<file path="config.mk">
export PLATFORM = sky130hd
export DESIGN_NAME = eeprom_i2c_slave
export DESIGN_NICKNAME = d
export VERILOG_FILES = /design/src/rtl/eeprom_i2c_pkg.sv /design/src/rtl/i2c_bus_sync.sv /design/src/rtl/eeprom_regfile.sv /design/src/rtl/i2c_slave_fsm.sv /design/src/rtl/eeprom_i2c_slave.sv
export SDC_FILE = /design/constraint.sdc
export NUM_CORES = 2
export LEC_CHECK = 0
export BUFFER_PORTS_ARGS = -buffer_cell sky130_fd_sc_hd__buf_2
export CAP_MARGIN = 20
export CORE_UTILIZATION = 55
export DETAILED_ROUTE_END_ITERATION = 10
export PLACE_DENSITY = 0.71
export SYNTH_ARGS = -nofsm -noshare
export SYNTH_HDL_FRONTEND = slang
export SYNTH_SLANG_ARGS = --single-unit
</file>
<file path="constraint.sdc">
create_clock -name clk -period 3.4 [get_ports clk]
set_input_delay 0.17 -clock clk [delete_from_list [all_inputs] [get_ports clk]]
set_output_delay 0.17 -clock clk [all_outputs]
set_load 0.1 [all_outputs]
</file>
<file path="src/rtl/eeprom_i2c_pkg.sv">
package eeprom_i2c_pkg;
  typedef enum logic [3:0] {
    S_IDLE,
    S_SEL,
    S_SEL_ACK,
    S_ADDR,
    S_ADDR_ACK,
    S_WDAT,
    S_WDAT_ACK,
    S_RDAT,
    S_RACK
  } slv_state_e;

  localparam logic [3:0] TYPE_CODE = 4'b1010;
  localparam int unsigned BYTE_W   = 8;
endpackage

</file>
<file path="src/rtl/i2c_bus_sync.sv">
module i2c_bus_sync #(
  parameter int unsigned SYNC_STAGES = 2
) (
  input  logic clk,
  input  logic rst_n,
  input  logic scl_i,
  input  logic sda_i,
  output logic scl_o,
  output logic sda_o,
  output logic scl_rise_o,
  output logic scl_fall_o,
  output logic start_o,
  output logic stop_o
);
  localparam int unsigned LAST = SYNC_STAGES;

  logic [LAST:0] scl_sh;
  logic [LAST:0] sda_sh;

  always_ff @(posedge clk or negedge rst_n) begin
    if (!rst_n) begin
      scl_sh <= '1;
      sda_sh <= '1;
    end else begin
      scl_sh <= {scl_sh[LAST-1:0], scl_i};
      sda_sh <= {sda_sh[LAST-1:0], sda_i};
    end
  end

  logic scl_cur, scl_prev, sda_cur, sda_prev;
  assign scl_cur  = scl_sh[LAST-1];
  assign scl_prev = scl_sh[LAST];
  assign sda_cur  = sda_sh[LAST-1];
  assign sda_prev = sda_sh[LAST];

  assign scl_o      = scl_cur;
  assign sda_o      = sda_cur;
  assign scl_rise_o = !scl_prev && scl_cur;
  assign scl_fall_o = scl_prev && !scl_cur;
  assign start_o    = scl_prev && scl_cur && sda_prev && !sda_cur;
  assign stop_o     = scl_prev && scl_cur && !sda_prev && sda_cur;
endmodule

</file>
<file path="src/rtl/eeprom_regfile.sv">
module eeprom_regfile #(
  parameter int unsigned AW = 7,
  parameter int unsigned DW = 8
) (
  input  logic          clk,
  input  logic          rst_n,
  input  logic          we_i,
  input  logic [AW-1:0] waddr_i,
  input  logic [DW-1:0] wdata_i,
  input  logic [AW-1:0] raddr_i,
  output logic [DW-1:0] rdata_o
);
  localparam int unsigned DEPTH = 1 << AW;

  logic [DW-1:0] mem_q [DEPTH];

  always_ff @(posedge clk or negedge rst_n) begin
    if (!rst_n) begin
      for (int i = 0; i < DEPTH; i++) mem_q[i] <= '0;
    end else if (we_i) begin
      mem_q[waddr_i] <= wdata_i;
    end
  end

  assign rdata_o = mem_q[raddr_i];
endmodule

</file>
<file path="src/rtl/i2c_slave_fsm.sv">
module i2c_slave_fsm
  import eeprom_i2c_pkg::*;
#(
  parameter int unsigned AW = 7
) (
  input  logic              clk,
  input  logic              rst_n,
  input  logic              scl_s,
  input  logic              sda_s,
  input  logic              scl_rise,
  input  logic              scl_fall,
  input  logic              start_ev,
  input  logic              stop_ev,
  input  logic [2:0]        strap_i,
  input  logic              busy_i,
  output logic [AW-1:0]     rd_addr_o,
  input  logic [BYTE_W-1:0] rd_data_i,
  output logic              wr_valid_o,
  input  logic              wr_ready_i,
  output logic [AW-1:0]     wr_addr_o,
  output logic [BYTE_W-1:0] wr_data_o,
  output logic              sda_oe_o
);
  slv_state_e        state_q;
  logic [2:0]        bit_q;
  logic [BYTE_W-1:0] shreg_q;
  logic              byte_done_q;
  logic              rw_q;
  logic              mack_q;
  logic              oe_q;
  logic [AW-1:0]     addr_q;
  logic              wr_valid_q;
  logic [AW-1:0]     wr_addr_q;
  logic [BYTE_W-1:0] wr_data_q;
  logic              sel_hit;

  assign sel_hit = (shreg_q[7:4] == TYPE_CODE) && (shreg_q[3:1] == strap_i);

  always_ff @(posedge clk or negedge rst_n) begin
    if (!rst_n) begin
      state_q     <= S_IDLE;
      bit_q       <= '0;
      shreg_q     <= '0;
      byte_done_q <= 1'b0;
      rw_q        <= 1'b0;
      mack_q      <= 1'b0;
      oe_q        <= 1'b0;
      addr_q      <= '0;
      wr_valid_q  <= 1'b0;
      wr_addr_q   <= '0;
      wr_data_q   <= '0;
    end else begin
      if (wr_valid_q && wr_ready_i) wr_valid_q <= 1'b0;
      if (start_ev) begin
        state_q     <= S_SEL;
        bit_q       <= '0;
        byte_done_q <= 1'b0;
        oe_q        <= 1'b0;
      end else if (stop_ev) begin
        state_q     <= S_IDLE;
        byte_done_q <= 1'b0;
        oe_q        <= 1'b0;
      end else begin
        case (state_q)
          S_SEL, S_ADDR, S_WDAT: begin
            if (scl_rise) begin
              shreg_q <= {shreg_q[BYTE_W-2:0], sda_s};
              bit_q   <= bit_q + 3'd1;
              if (bit_q == 3'd7) byte_done_q <= 1'b1;
            end else if (scl_fall && byte_done_q) begin
              byte_done_q <= 1'b0;
              bit_q       <= '0;
              if (state_q == S_SEL) begin
                if (sel_hit && !busy_i) begin
                  oe_q    <= 1'b1;
                  rw_q    <= shreg_q[0];
                  state_q <= S_SEL_ACK;
                end else begin
                  state_q <= S_IDLE;
                end
              end else if (state_q == S_ADDR) begin
                addr_q  <= shreg_q[AW-1:0];
                oe_q    <= 1'b1;
                state_q <= S_ADDR_ACK;
              end else begin
                if (!wr_valid_q) begin
                  wr_valid_q <= 1'b1;
                  wr_addr_q  <= addr_q;
                  wr_data_q  <= shreg_q;
                  addr_q     <= addr_q + 1'b1;
                  oe_q       <= 1'b1;
                  state_q    <= S_WDAT_ACK;
                end else begin
                  state_q <= S_IDLE;
                end
              end
            end
          end
          S_SEL_ACK: begin
            if (scl_fall) begin
              if (rw_q) begin
                shreg_q <= rd_data_i;
                oe_q    <= !rd_data_i[BYTE_W-1];
                addr_q  <= addr_q + 1'b1;
                bit_q   <= '0;
                state_q <= S_RDAT;
              end else begin
                oe_q    <= 1'b0;
                state_q <= S_ADDR;
              end
            end
          end
          S_ADDR_ACK, S_WDAT_ACK: begin
            if (scl_fall) begin
              oe_q    <= 1'b0;
              state_q <= S_WDAT;
            end
          end
          S_RDAT: begin
            if (scl_fall) begin
              if (bit_q == 3'd7) begin
                oe_q    <= 1'b0;
                state_q <= S_RACK;
              end else begin
                bit_q   <= bit_q + 3'd1;
                oe_q    <= !shreg_q[BYTE_W-2];
                shreg_q <= {shreg_q[BYTE_W-2:0], 1'b0};
              end
            end
          end
          S_RACK: begin
            if (scl_rise) begin
              mack_q <= !sda_s;
            end else if (scl_fall) begin
              if (mack_q) begin
                shreg_q <= rd_data_i;
                oe_q    <= !rd_data_i[BYTE_W-1];
                addr_q  <= addr_q + 1'b1;
                bit_q   <= '0;
                state_q <= S_RDAT;
              end else begin
                oe_q    <= 1'b0;
                state_q <= S_IDLE;
              end
            end
          end
          default: ;
        endcase
      end
    end
  end

  assign rd_addr_o  = addr_q;
  assign wr_valid_o = wr_valid_q;
  assign wr_addr_o  = wr_addr_q;
  assign wr_data_o  = wr_data_q;
  assign sda_oe_o   = oe_q;


  sda_low_phase_chk: assert property (@(posedge clk) disable iff (!rst_n)
    !$stable(oe_q) |-> !scl_s);


  wr_hold_chk: assert property (@(posedge clk) disable iff (!rst_n)
    (wr_valid_q && !wr_ready_i) |=> (wr_valid_q && $stable(wr_addr_q) && $stable(wr_data_q)));


  busy_nack_chk: assert property (@(posedge clk) disable iff (!rst_n)
    (state_q == S_SEL && byte_done_q && scl_fall && busy_i && !start_ev && !stop_ev) |=> !oe_q);


  start_rearm_chk: assert property (@(posedge clk) disable iff (!rst_n)
    start_ev |=> (state_q == S_SEL && !oe_q && bit_q == 3'd0));


  sel_match_chk: assert property (@(posedge clk) disable iff (!rst_n)
    (state_q == S_SEL_ACK) |-> (shreg_q[7:4] == TYPE_CODE && shreg_q[3:1] == strap_i));
endmodule

</file>
<file path="src/rtl/eeprom_i2c_slave.sv">
module eeprom_i2c_slave #(
  parameter int unsigned SYNC_STAGES = 2,
  parameter int unsigned AW          = 7
) (
  input  logic          clk,
  input  logic          rst_n,
  input  logic          scl_i,
  input  logic          sda_i,
  input  logic [2:0]    strap_i,
  input  logic          busy_i,
  output logic          sda_oe_o,
  output logic          wr_valid_o,
  input  logic          wr_ready_i,
  output logic [AW-1:0] wr_addr_o,
  output logic [7:0]    wr_data_o
);
  localparam int unsigned DW = eeprom_i2c_pkg::BYTE_W;

  logic scl_s, sda_s, scl_rise, scl_fall, start_ev, stop_ev;
  logic [AW-1:0] rd_addr;
  logic [DW-1:0] rd_data;

  i2c_bus_sync #(.SYNC_STAGES(SYNC_STAGES)) u_sync (
    .clk        (clk),
    .rst_n      (rst_n),
    .scl_i      (scl_i),
    .sda_i      (sda_i),
    .scl_o      (scl_s),
    .sda_o      (sda_s),
    .scl_rise_o (scl_rise),
    .scl_fall_o (scl_fall),
    .start_o    (start_ev),
    .stop_o     (stop_ev)
  );

  i2c_slave_fsm #(.AW(AW)) u_fsm (
    .clk        (clk),
    .rst_n      (rst_n),
    .scl_s      (scl_s),
    .sda_s      (sda_s),
    .scl_rise   (scl_rise),
    .scl_fall   (scl_fall),
    .start_ev   (start_ev),
    .stop_ev    (stop_ev),
    .strap_i    (strap_i),
    .busy_i     (busy_i),
    .rd_addr_o  (rd_addr),
    .rd_data_i  (rd_data),
    .wr_valid_o (wr_valid_o),
    .wr_ready_i (wr_ready_i),
    .wr_addr_o  (wr_addr_o),
    .wr_data_o  (wr_data_o),
    .sda_oe_o   (sda_oe_o)
  );

  eeprom_regfile #(.AW(AW), .DW(DW)) u_array (
    .clk     (clk),
    .rst_n   (rst_n),
    .we_i    (wr_valid_o && wr_ready_i),
    .waddr_i (wr_addr_o),
    .wdata_i (wr_data_o),
    .raddr_i (rd_addr),
    .rdata_o (rd_data)
  );
endmodule

</file>
Yosys cells after proc, flatten, opt, wreduce, memory -nomap -nowiden
Cells that the tools add are included.
{ "op_classes": {"eq_ne": 43, "div": 0, "add_sub_neg": 2, "mul": 0, "bitwise_logic": 8, "n_mux": 87, "n_lt_le_gt_ge": 3, "n_shift": 0, "n_reduce_logical": 36} }
{ "ops": {"columns": ["operator", "n"], "rows": [
  ["$bwmux W1024", 1],
  ["$mux W8", 11],
  ["$mux W7", 10],
  ["$bmux W8 S7", 1],
  ["$demux W8 S7", 1],
  ["$mux W4", 12],
  ["$mux W3", 14],
  ["$pmux W8 S4", 1],
  ["$mux W1", 31],
  ["$ne A4 B3 Y1 const B", 7],
  ["$pmux W7 S3", 1],
  ["$pmux W4 S5", 1],
  ["$reduce_and A10 Y1", 2],
  ["$eq A4 B3 Y1 const B", 4],
  ["$ge A8 B8 Y1 const B", 2],
  ["$not A7 Y8", 2],
  ["$ne A3 B2 Y1 const B", 5],
  ["$logic_and A1 B1 Y1", 12],
  ["$ne A2 B1 Y1 const B", 6],
  ["$ne A2 B2 Y1 const B", 6],
  ["$pmux W3 S4", 1],
  ["$reduce_and A12 Y1", 1],
  ["$reduce_and A11 Y1", 1],
  ["$ne A3 B3 Y1 const B", 3],
  ["other kinds (27)", 43]
]} }
{ "word_totals": {"output_inout_bits": 17, "ram_bits": 0, "mem_bits_ro": 0, "n_memories": 0, "regBits": 1072, "in_bits": 9, "latch_bits": 0} }

Longest topological paths before layout
{ "logic_depth": {"ltp_word": 11, "ltp_mapped": 11, "ltp_nobuf": 9} }

Hierarchy
From an unflattened synthesis, not the netlist that was laid out.
{ "hier_totals": {"hier_cells": 3070, "area_unflattened_um2": 49382.4} }
{ "by_module_without_submodules": {"columns": ["mod", "cells_each", "area_per_inst_um2", "n_inst"], "rows": [
  ["eeprom_regfile", 2782, 46459.6, 1],
  ["i2c_slave_fsm", 277, 2726.4, 1],
  ["i2c_bus_sync", 10, 190.2, 1],
  ["eeprom_i2c_slave", 1, 6.3, 1]
]} }

Worst setup path before layout
OpenSTA, ideal clock, no wires.
{ "synth_timing": {"path_type": "reg2reg", "start": "reg u_fsm.wr_addr_q[0], in the netlist u_fsm.wr_addr_o[0]", "end": "reg u_array.mem_q[100] (netlist bit)", "path_stages_with_launch": 8, "setup_time_ns": 0.125, "path_buffers": 3, "setup_slack_ns": 0.645, "arrival_time_ns": 2.630, "synth_period_minus_slack_ns": 2.755, "cell_sequence": "dfrtp_1 -> buf_2 -> nand3b_4 -> or2_2 -> clkbuf_1 -> buf_2 -> nor2_2 -> mux2_2"} }
{ "synth_between": {"elab_chain_len": 6, "word_cells_on_any_way": 7, "cone_classes": "order compare: 2; mux: 3; bitwise: 1; reduce/logical: 1"} }
{ "synth_lines": {"columns": ["element", "line_no", "source"], "rows": [
  ["from (decl)", "i2c_slave_fsm.sv:33", "logic [AW-1:0] wr_addr_q;"],
  ["from (signal assigned)", "i2c_slave_fsm.sv:88", "wr_addr_q <= addr_q;"],
  ["$not A7 Y8 (not written as such) (*)", "eeprom_regfile.sv:21", "mem_q[waddr_i] <= wdata_i;"],
  ["$ge A8 B8 Y1 (not written as such) or $lt A8 B1 Y1 (tied branches)", "eeprom_regfile.sv:21", null],
  ["$logic_and A1 B1 Y1 (not written as such)", "eeprom_regfile.sv:21", null],
  ["$mux W8 (not written as such)", "eeprom_regfile.sv:21", null],
  ["$demux W8 S7 (*)", "eeprom_regfile.sv:21", null],
  ["$bwmux W1024 (*)", "eeprom_regfile.sv:21", null],
  ["to (signal, indexed assignment)", "eeprom_regfile.sv:21", null],
  ["to (decl)", "eeprom_regfile.sv:15", "logic [DW-1:0] mem_q [DEPTH];"]
]} }
Every way passes the cells marked *; elsewhere a longest branch is shown, timed or not.
A chain may end at the register's enable or synchronous reset.

Worst setup path after layout
{ "layout_timing": {"start": "reg u_fsm.addr_q[0], in the netlist u_fsm.rd_addr_o[0]", "end": "reg u_fsm.shreg_q[5]"} }
{ "layout_between": {"elab_chain_len": 8, "word_cells_on_any_way": 10, "cone_classes": "mux: 9; bitwise: 1"} }
{ "layout_lines": {"columns": ["element", "line_no", "source"], "rows": [
  ["from (decl)", "i2c_slave_fsm.sv:31", "logic [AW-1:0] addr_q;"],
  ["from (signal assigned)", "i2c_slave_fsm.sv:82", "addr_q <= shreg_q[AW-1:0];"],
  ["from (signal assigned)", "i2c_slave_fsm.sv:90", "addr_q <= addr_q + 1'b1;"],
  ["from (signal assigned)", "i2c_slave_fsm.sv:104", "addr_q <= addr_q + 1'b1;"],
  ["$not A7 Y8 (not written as such) (*)", "eeprom_regfile.sv:25", "assign rdata_o = mem_q[raddr_i];"],
  ["$bmux W8 S7 (*)", "eeprom_regfile.sv:25", null],
  ["$mux W8 (not written as such) (*) (2 in series)", "eeprom_regfile.sv:25", null],
  ["$mux W8", "i2c_slave_fsm.sv:135", "if (mack_q) begin"],
  ["$mux W8", "i2c_slave_fsm.sv:134", "end else if (scl_fall) begin"],
  ["$mux W8", "i2c_slave_fsm.sv:132", "if (scl_rise) begin"],
  ["$pmux W8 S4 (*)", "i2c_slave_fsm.sv:64", "case (state_q)"],
  ["to (signal assigned)", "i2c_slave_fsm.sv:67", "shreg_q <= {shreg_q[BYTE_W-2:0], sda_s};"],
  ["to (signal assigned)", "i2c_slave_fsm.sv:127", "shreg_q <= {shreg_q[BYTE_W-2:0], 1'b0};"],
  ["to (signal assigned)", "i2c_slave_fsm.sv:136", "shreg_q <= rd_data_i;"],
  ["to (decl)", "i2c_slave_fsm.sv:26", "logic [BYTE_W-1:0] shreg_q;"]
]} }
Every way passes the cells marked *; elsewhere a longest branch is shown, timed or not. The select of a mux whose other input is x is not followed.

==> results_dict.tcl <==
set metrics [dict create \
    synth_fa_ha_area_share_pct 0.07481 \
    rsz0062_at_grt "no" \
    grt_pass1_wl_mm 202.6 \
    track_usage_pct 28.64 \
    cpPeakStageDelay_ns 0.69 \
    final_cell_mix "1055 x dfrtp_1, 1025 x mux2_2, 208 x mux4_2, 139 x mux2i_1, 122 x nand2_1" \
    io_pins 26 \
    fill_cells 6544 \
    dp_worst_setup_slack_ns 0.3313 \
    fin_crit_ns 3.112 \
    finClkSkew_ns 0.04751 \
    htreeDepth 3 \
    crit_chain "buf_12 > buf_4 > mux4_2 > mux2i_1 > o22ai_1 > a21oi_1 > nor2_1 > nor3_1 > o31ai_1" \
    grt_pass1_vias 32213 \
    cts_sinks 1072 \
    cts_buffer_depth 3 \
    clkLatencyLatePin_ns 0.71 \
    start_util_pct 55.66 \
    cp_num_buf_inv 2 \
    cts-root-buf "clkbuf_16" \
    grt-ovfl-total 0 \
    design.core.area_um2 90150 \
    path_clk_slew_ns 0.06 \
    syn_nets 3367 \
    antenna_found_initial 1 \
    worst_path_max_delay_cell "dfrtp_4" \
    rows 110 \
    postCtsResizedCells 0 \
    die_w_um 304.0 \
    gp_congestion 0.9468 \
    p_leak_nw 26.58 \
    slew_headroom_pct 23.76 \
    cts_buffers 110 \
    finalNetCount 3400 \
    hold_class "input port to async pin" \
    syn_area_um2 50180 \
    setup_tns_ns 0 \
    status "finished, final reports clean" \
    crit_fanout 31 \
    die_area_um2 92440 \
    synthMuxAreaShare_pct 36.25 \
    ant_nets 0 \
    synth_compound_area_share_pct 2.980 \
    ys_warn_count 0 \
    holdBufCountCts 4 \
    drv_slew 0 \
    grt_max_degree 131 \
    syn_to_final_growth_pct 10.66 \
    fin_ws_ns 0.2877 \
    via_count 29929 \
    powerDensity_nw_per_um2 568.3 \
    postCtsSetupBuffers 0 \
    crit_type "register to register" \
    drt_iter0_drc 2609 \
    place_hpwl_mm 84.27 \
    synth_cells 3355 \
    period_share_pct 91.54 \
    synth-simple-area-share_pct 4.169 \
    dpl_cell_area_um2 51880 \
    drive_gt1_share_pct 48.45 \
    ys_types 77 \
    worst_ep_arrival_time_ns 3.70 \
    path_delay_family "multiplexers" \
    vdd_drop_max_uv 409.1 \
    synth_edf_count 0 \
    routedWlPerCell_um 27.87 \
    holdWs_ns 0.04713 \
    placement.io_buffers 25 \
    setup_viol 0 \
    synthXorXnorAreaFrac_pct 0.08728 \
    ys_ff_latch 1072 \
    timing.fmax_mhz 321.3 \
    hold_viol 0 \
    max_slew.worst_pin.slew_ns 1.144 \
    firstDrtPassIters 7 \
    final_area_um2 55520 \
    drc 0 \
    utilization_pct 61.59 \
    synth-main-ff-cell "dfrtp_1" \
    yosysSeqAreaShare_pct 53.48 \
    via_per_inst 6.432 \
    final_common_cell "dfrtp_1" \
    crit_required_ns 3.99 \
    end_kind "register" \
    die_h_um 304.0 \
    synth_top_family_by_area "multiplexers" \
    cts_tree "done" \
    syn_avg_cell_area_um2 14.96 \
    cap_violations 0 \
    crit_path_start_kind "register" \
    ys_async_sr_fraction_pct 100.0 \
    finalWirelength_mm 129.7 \
]
-- worst register-to-register path: stages (launching register included) --
cell and delay [ns]:
dfrtp_4 0.69, buf_12 0.32, buf_4 0.26, mux4_2 0.51, mux2i_1 0.23, o22ai_1 0.18, a21oi_1 0.17, nor2_1 0.13
nor3_1 0.40, o31ai_1 0.11
-- layer usage --
| layer | GRT usage (%) | share of wire [%] | vias to the layer above |
|---|---|---|---|
| met5 | 0 | 0 | - |
| met4 | 10.03 | 3.6 | 0 |
| met3 | 6.045 | 6.9 | 273 |
| met2 | 45.28 | 47 | 1062 |
| met1 | 39.49 | 42 | 16075 |
| li1 | - | - | 12519 |
-- worst paths after layout --
path	end	slack, ns	cells after the start	start
max	u_fsm.shreg_q[5]$_DFFE_PN0P_	0.29	9	u_fsm.rd_addr_o[0]$_DFFE_PN0P_
min	u_array.mem_q[893]$_DFFE_PN0P_	0.05	2	rst_n
max reg2reg	u_fsm.shreg_q[5]$_DFFE_PN0P_	0.29	9	u_fsm.rd_addr_o[0]$_DFFE_PN0P_
min reg2reg	u_sync.sda_sh[1]$_DFF_PN1_	0.36	0	u_sync.sda_sh[0]$_DFF_PN1_
max in group asynchronous	u_array.mem_q[468]$_DFFE_PN0P_	2.15	3	rst_n
min in group clk	u_sync.scl_sh[0]$_DFF_PN1_	0.12	2	scl_i
-- Yosys cell counts (4+ instances only) --
| cell type | count | share of area [%] |
|---|---|---|
| buf_6 | 21 | 0.47 |
| dfrtp_1 | 1066 | 53 |
| buf_2 | 51 | 0.51 |
| buf_12 | 10 | 0.40 |
| mux2_1 | 18 | 0.40 |
| a22o_1 | 5 | 0.087 |
| o21ai_0 | 45 | 0.45 |
| nor2_1 | 50 | 0.37 |
| nand2_1 | 122 | 0.91 |
| and3_1 | 4 | 0.050 |
| xor2_1 | 5 | 0.087 |
| o22ai_1 | 23 | 0.29 |
| nor2b_1 | 18 | 0.22 |
| nor2_2 | 46 | 0.57 |
| mux4_1 | 14 | 0.73 |
| a221oi_1 | 12 | 0.21 |
| nor2_4 | 27 | 0.61 |
| mux2_2 | 1025 | 23 |
| buf_4 | 12 | 0.18 |
| mux4_2 | 208 | 9.3 |
| inv_1 | 15 | 0.11 |
| o31ai_1 | 7 | 0.10 |
| a21oi_1 | 48 | 0.48 |
| clkbuf_1 | 144 | 1.1 |
| nand2b_1 | 10 | 0.12 |
| mux2i_1 | 139 | 2.8 |
| nor3_1 | 32 | 0.32 |
| nand3_1 | 34 | 0.34 |
| or2_2 | 6 | 0.075 |
| dfstp_2 | 6 | 0.31 |
| a22oi_1 | 31 | 0.46 |
| a31oi_1 | 11 | 0.14 |
| buf_8 | 4 | 0.12 |
| a211oi_1 | 5 | 0.075 |
| o2111ai_1 | 7 | 0.12 |
| and2_1 | 6 | 0.075 |
-- flip-flops by register name, indices dropped and copies added (netlist names), 3 cells and up --
signal	flops
u_sync.sda_sh	3
u_sync.scl_sh	3
u_fsm.shreg_q	8
u_array.mem_q	1024
u_fsm.wr_addr_o	7
u_fsm.rd_addr_o	7
u_fsm.bit_q	3
u_fsm.wr_data_o	8
u_fsm.state_q	4
-- power by group --
part | switching [mW] | internal (mW)
sequential | 0.496 | 12.9
clock | 5.10 | 6.86
combinational | 3.72 | 2.49
total | 9.32 | 22.2
-- layout make-up --
cell class              count  area [um^2]  area share (%)
diodes                      1        2.502        0.004507
clock buffers             166         3183           5.733
clock inverters            34        414.1          0.7459
inverters                  17        65.06          0.1172
multi-input cells        2018        21860           39.37
flip-flops and latches   1072        26870           48.40
well taps                1176         1471           2.650
repair buffers            169         1652           2.975
-- cell families after synthesis --
kind of cell / Yosys count
compound gates: 223
xor+xnor: 5
fa+ha+maj: 3
buf+inv: 265
flops: 1072
mux: 1404
simple gates: 383
-- per-stage QoR --
| stage | power [mW] | std cells |
|---|---|---|
| floorplan | 17.82 | 3355 |
| global placement | 19.71 | 4448 |
| detailed placement | 19.77 | 4448 |
| CTS | 31.70 | 4652 |
| global route | 32.59 | 4652 |
| finish | 31.55 | 4653 |
Note: power is estimated with default switching activity, not from simulation.
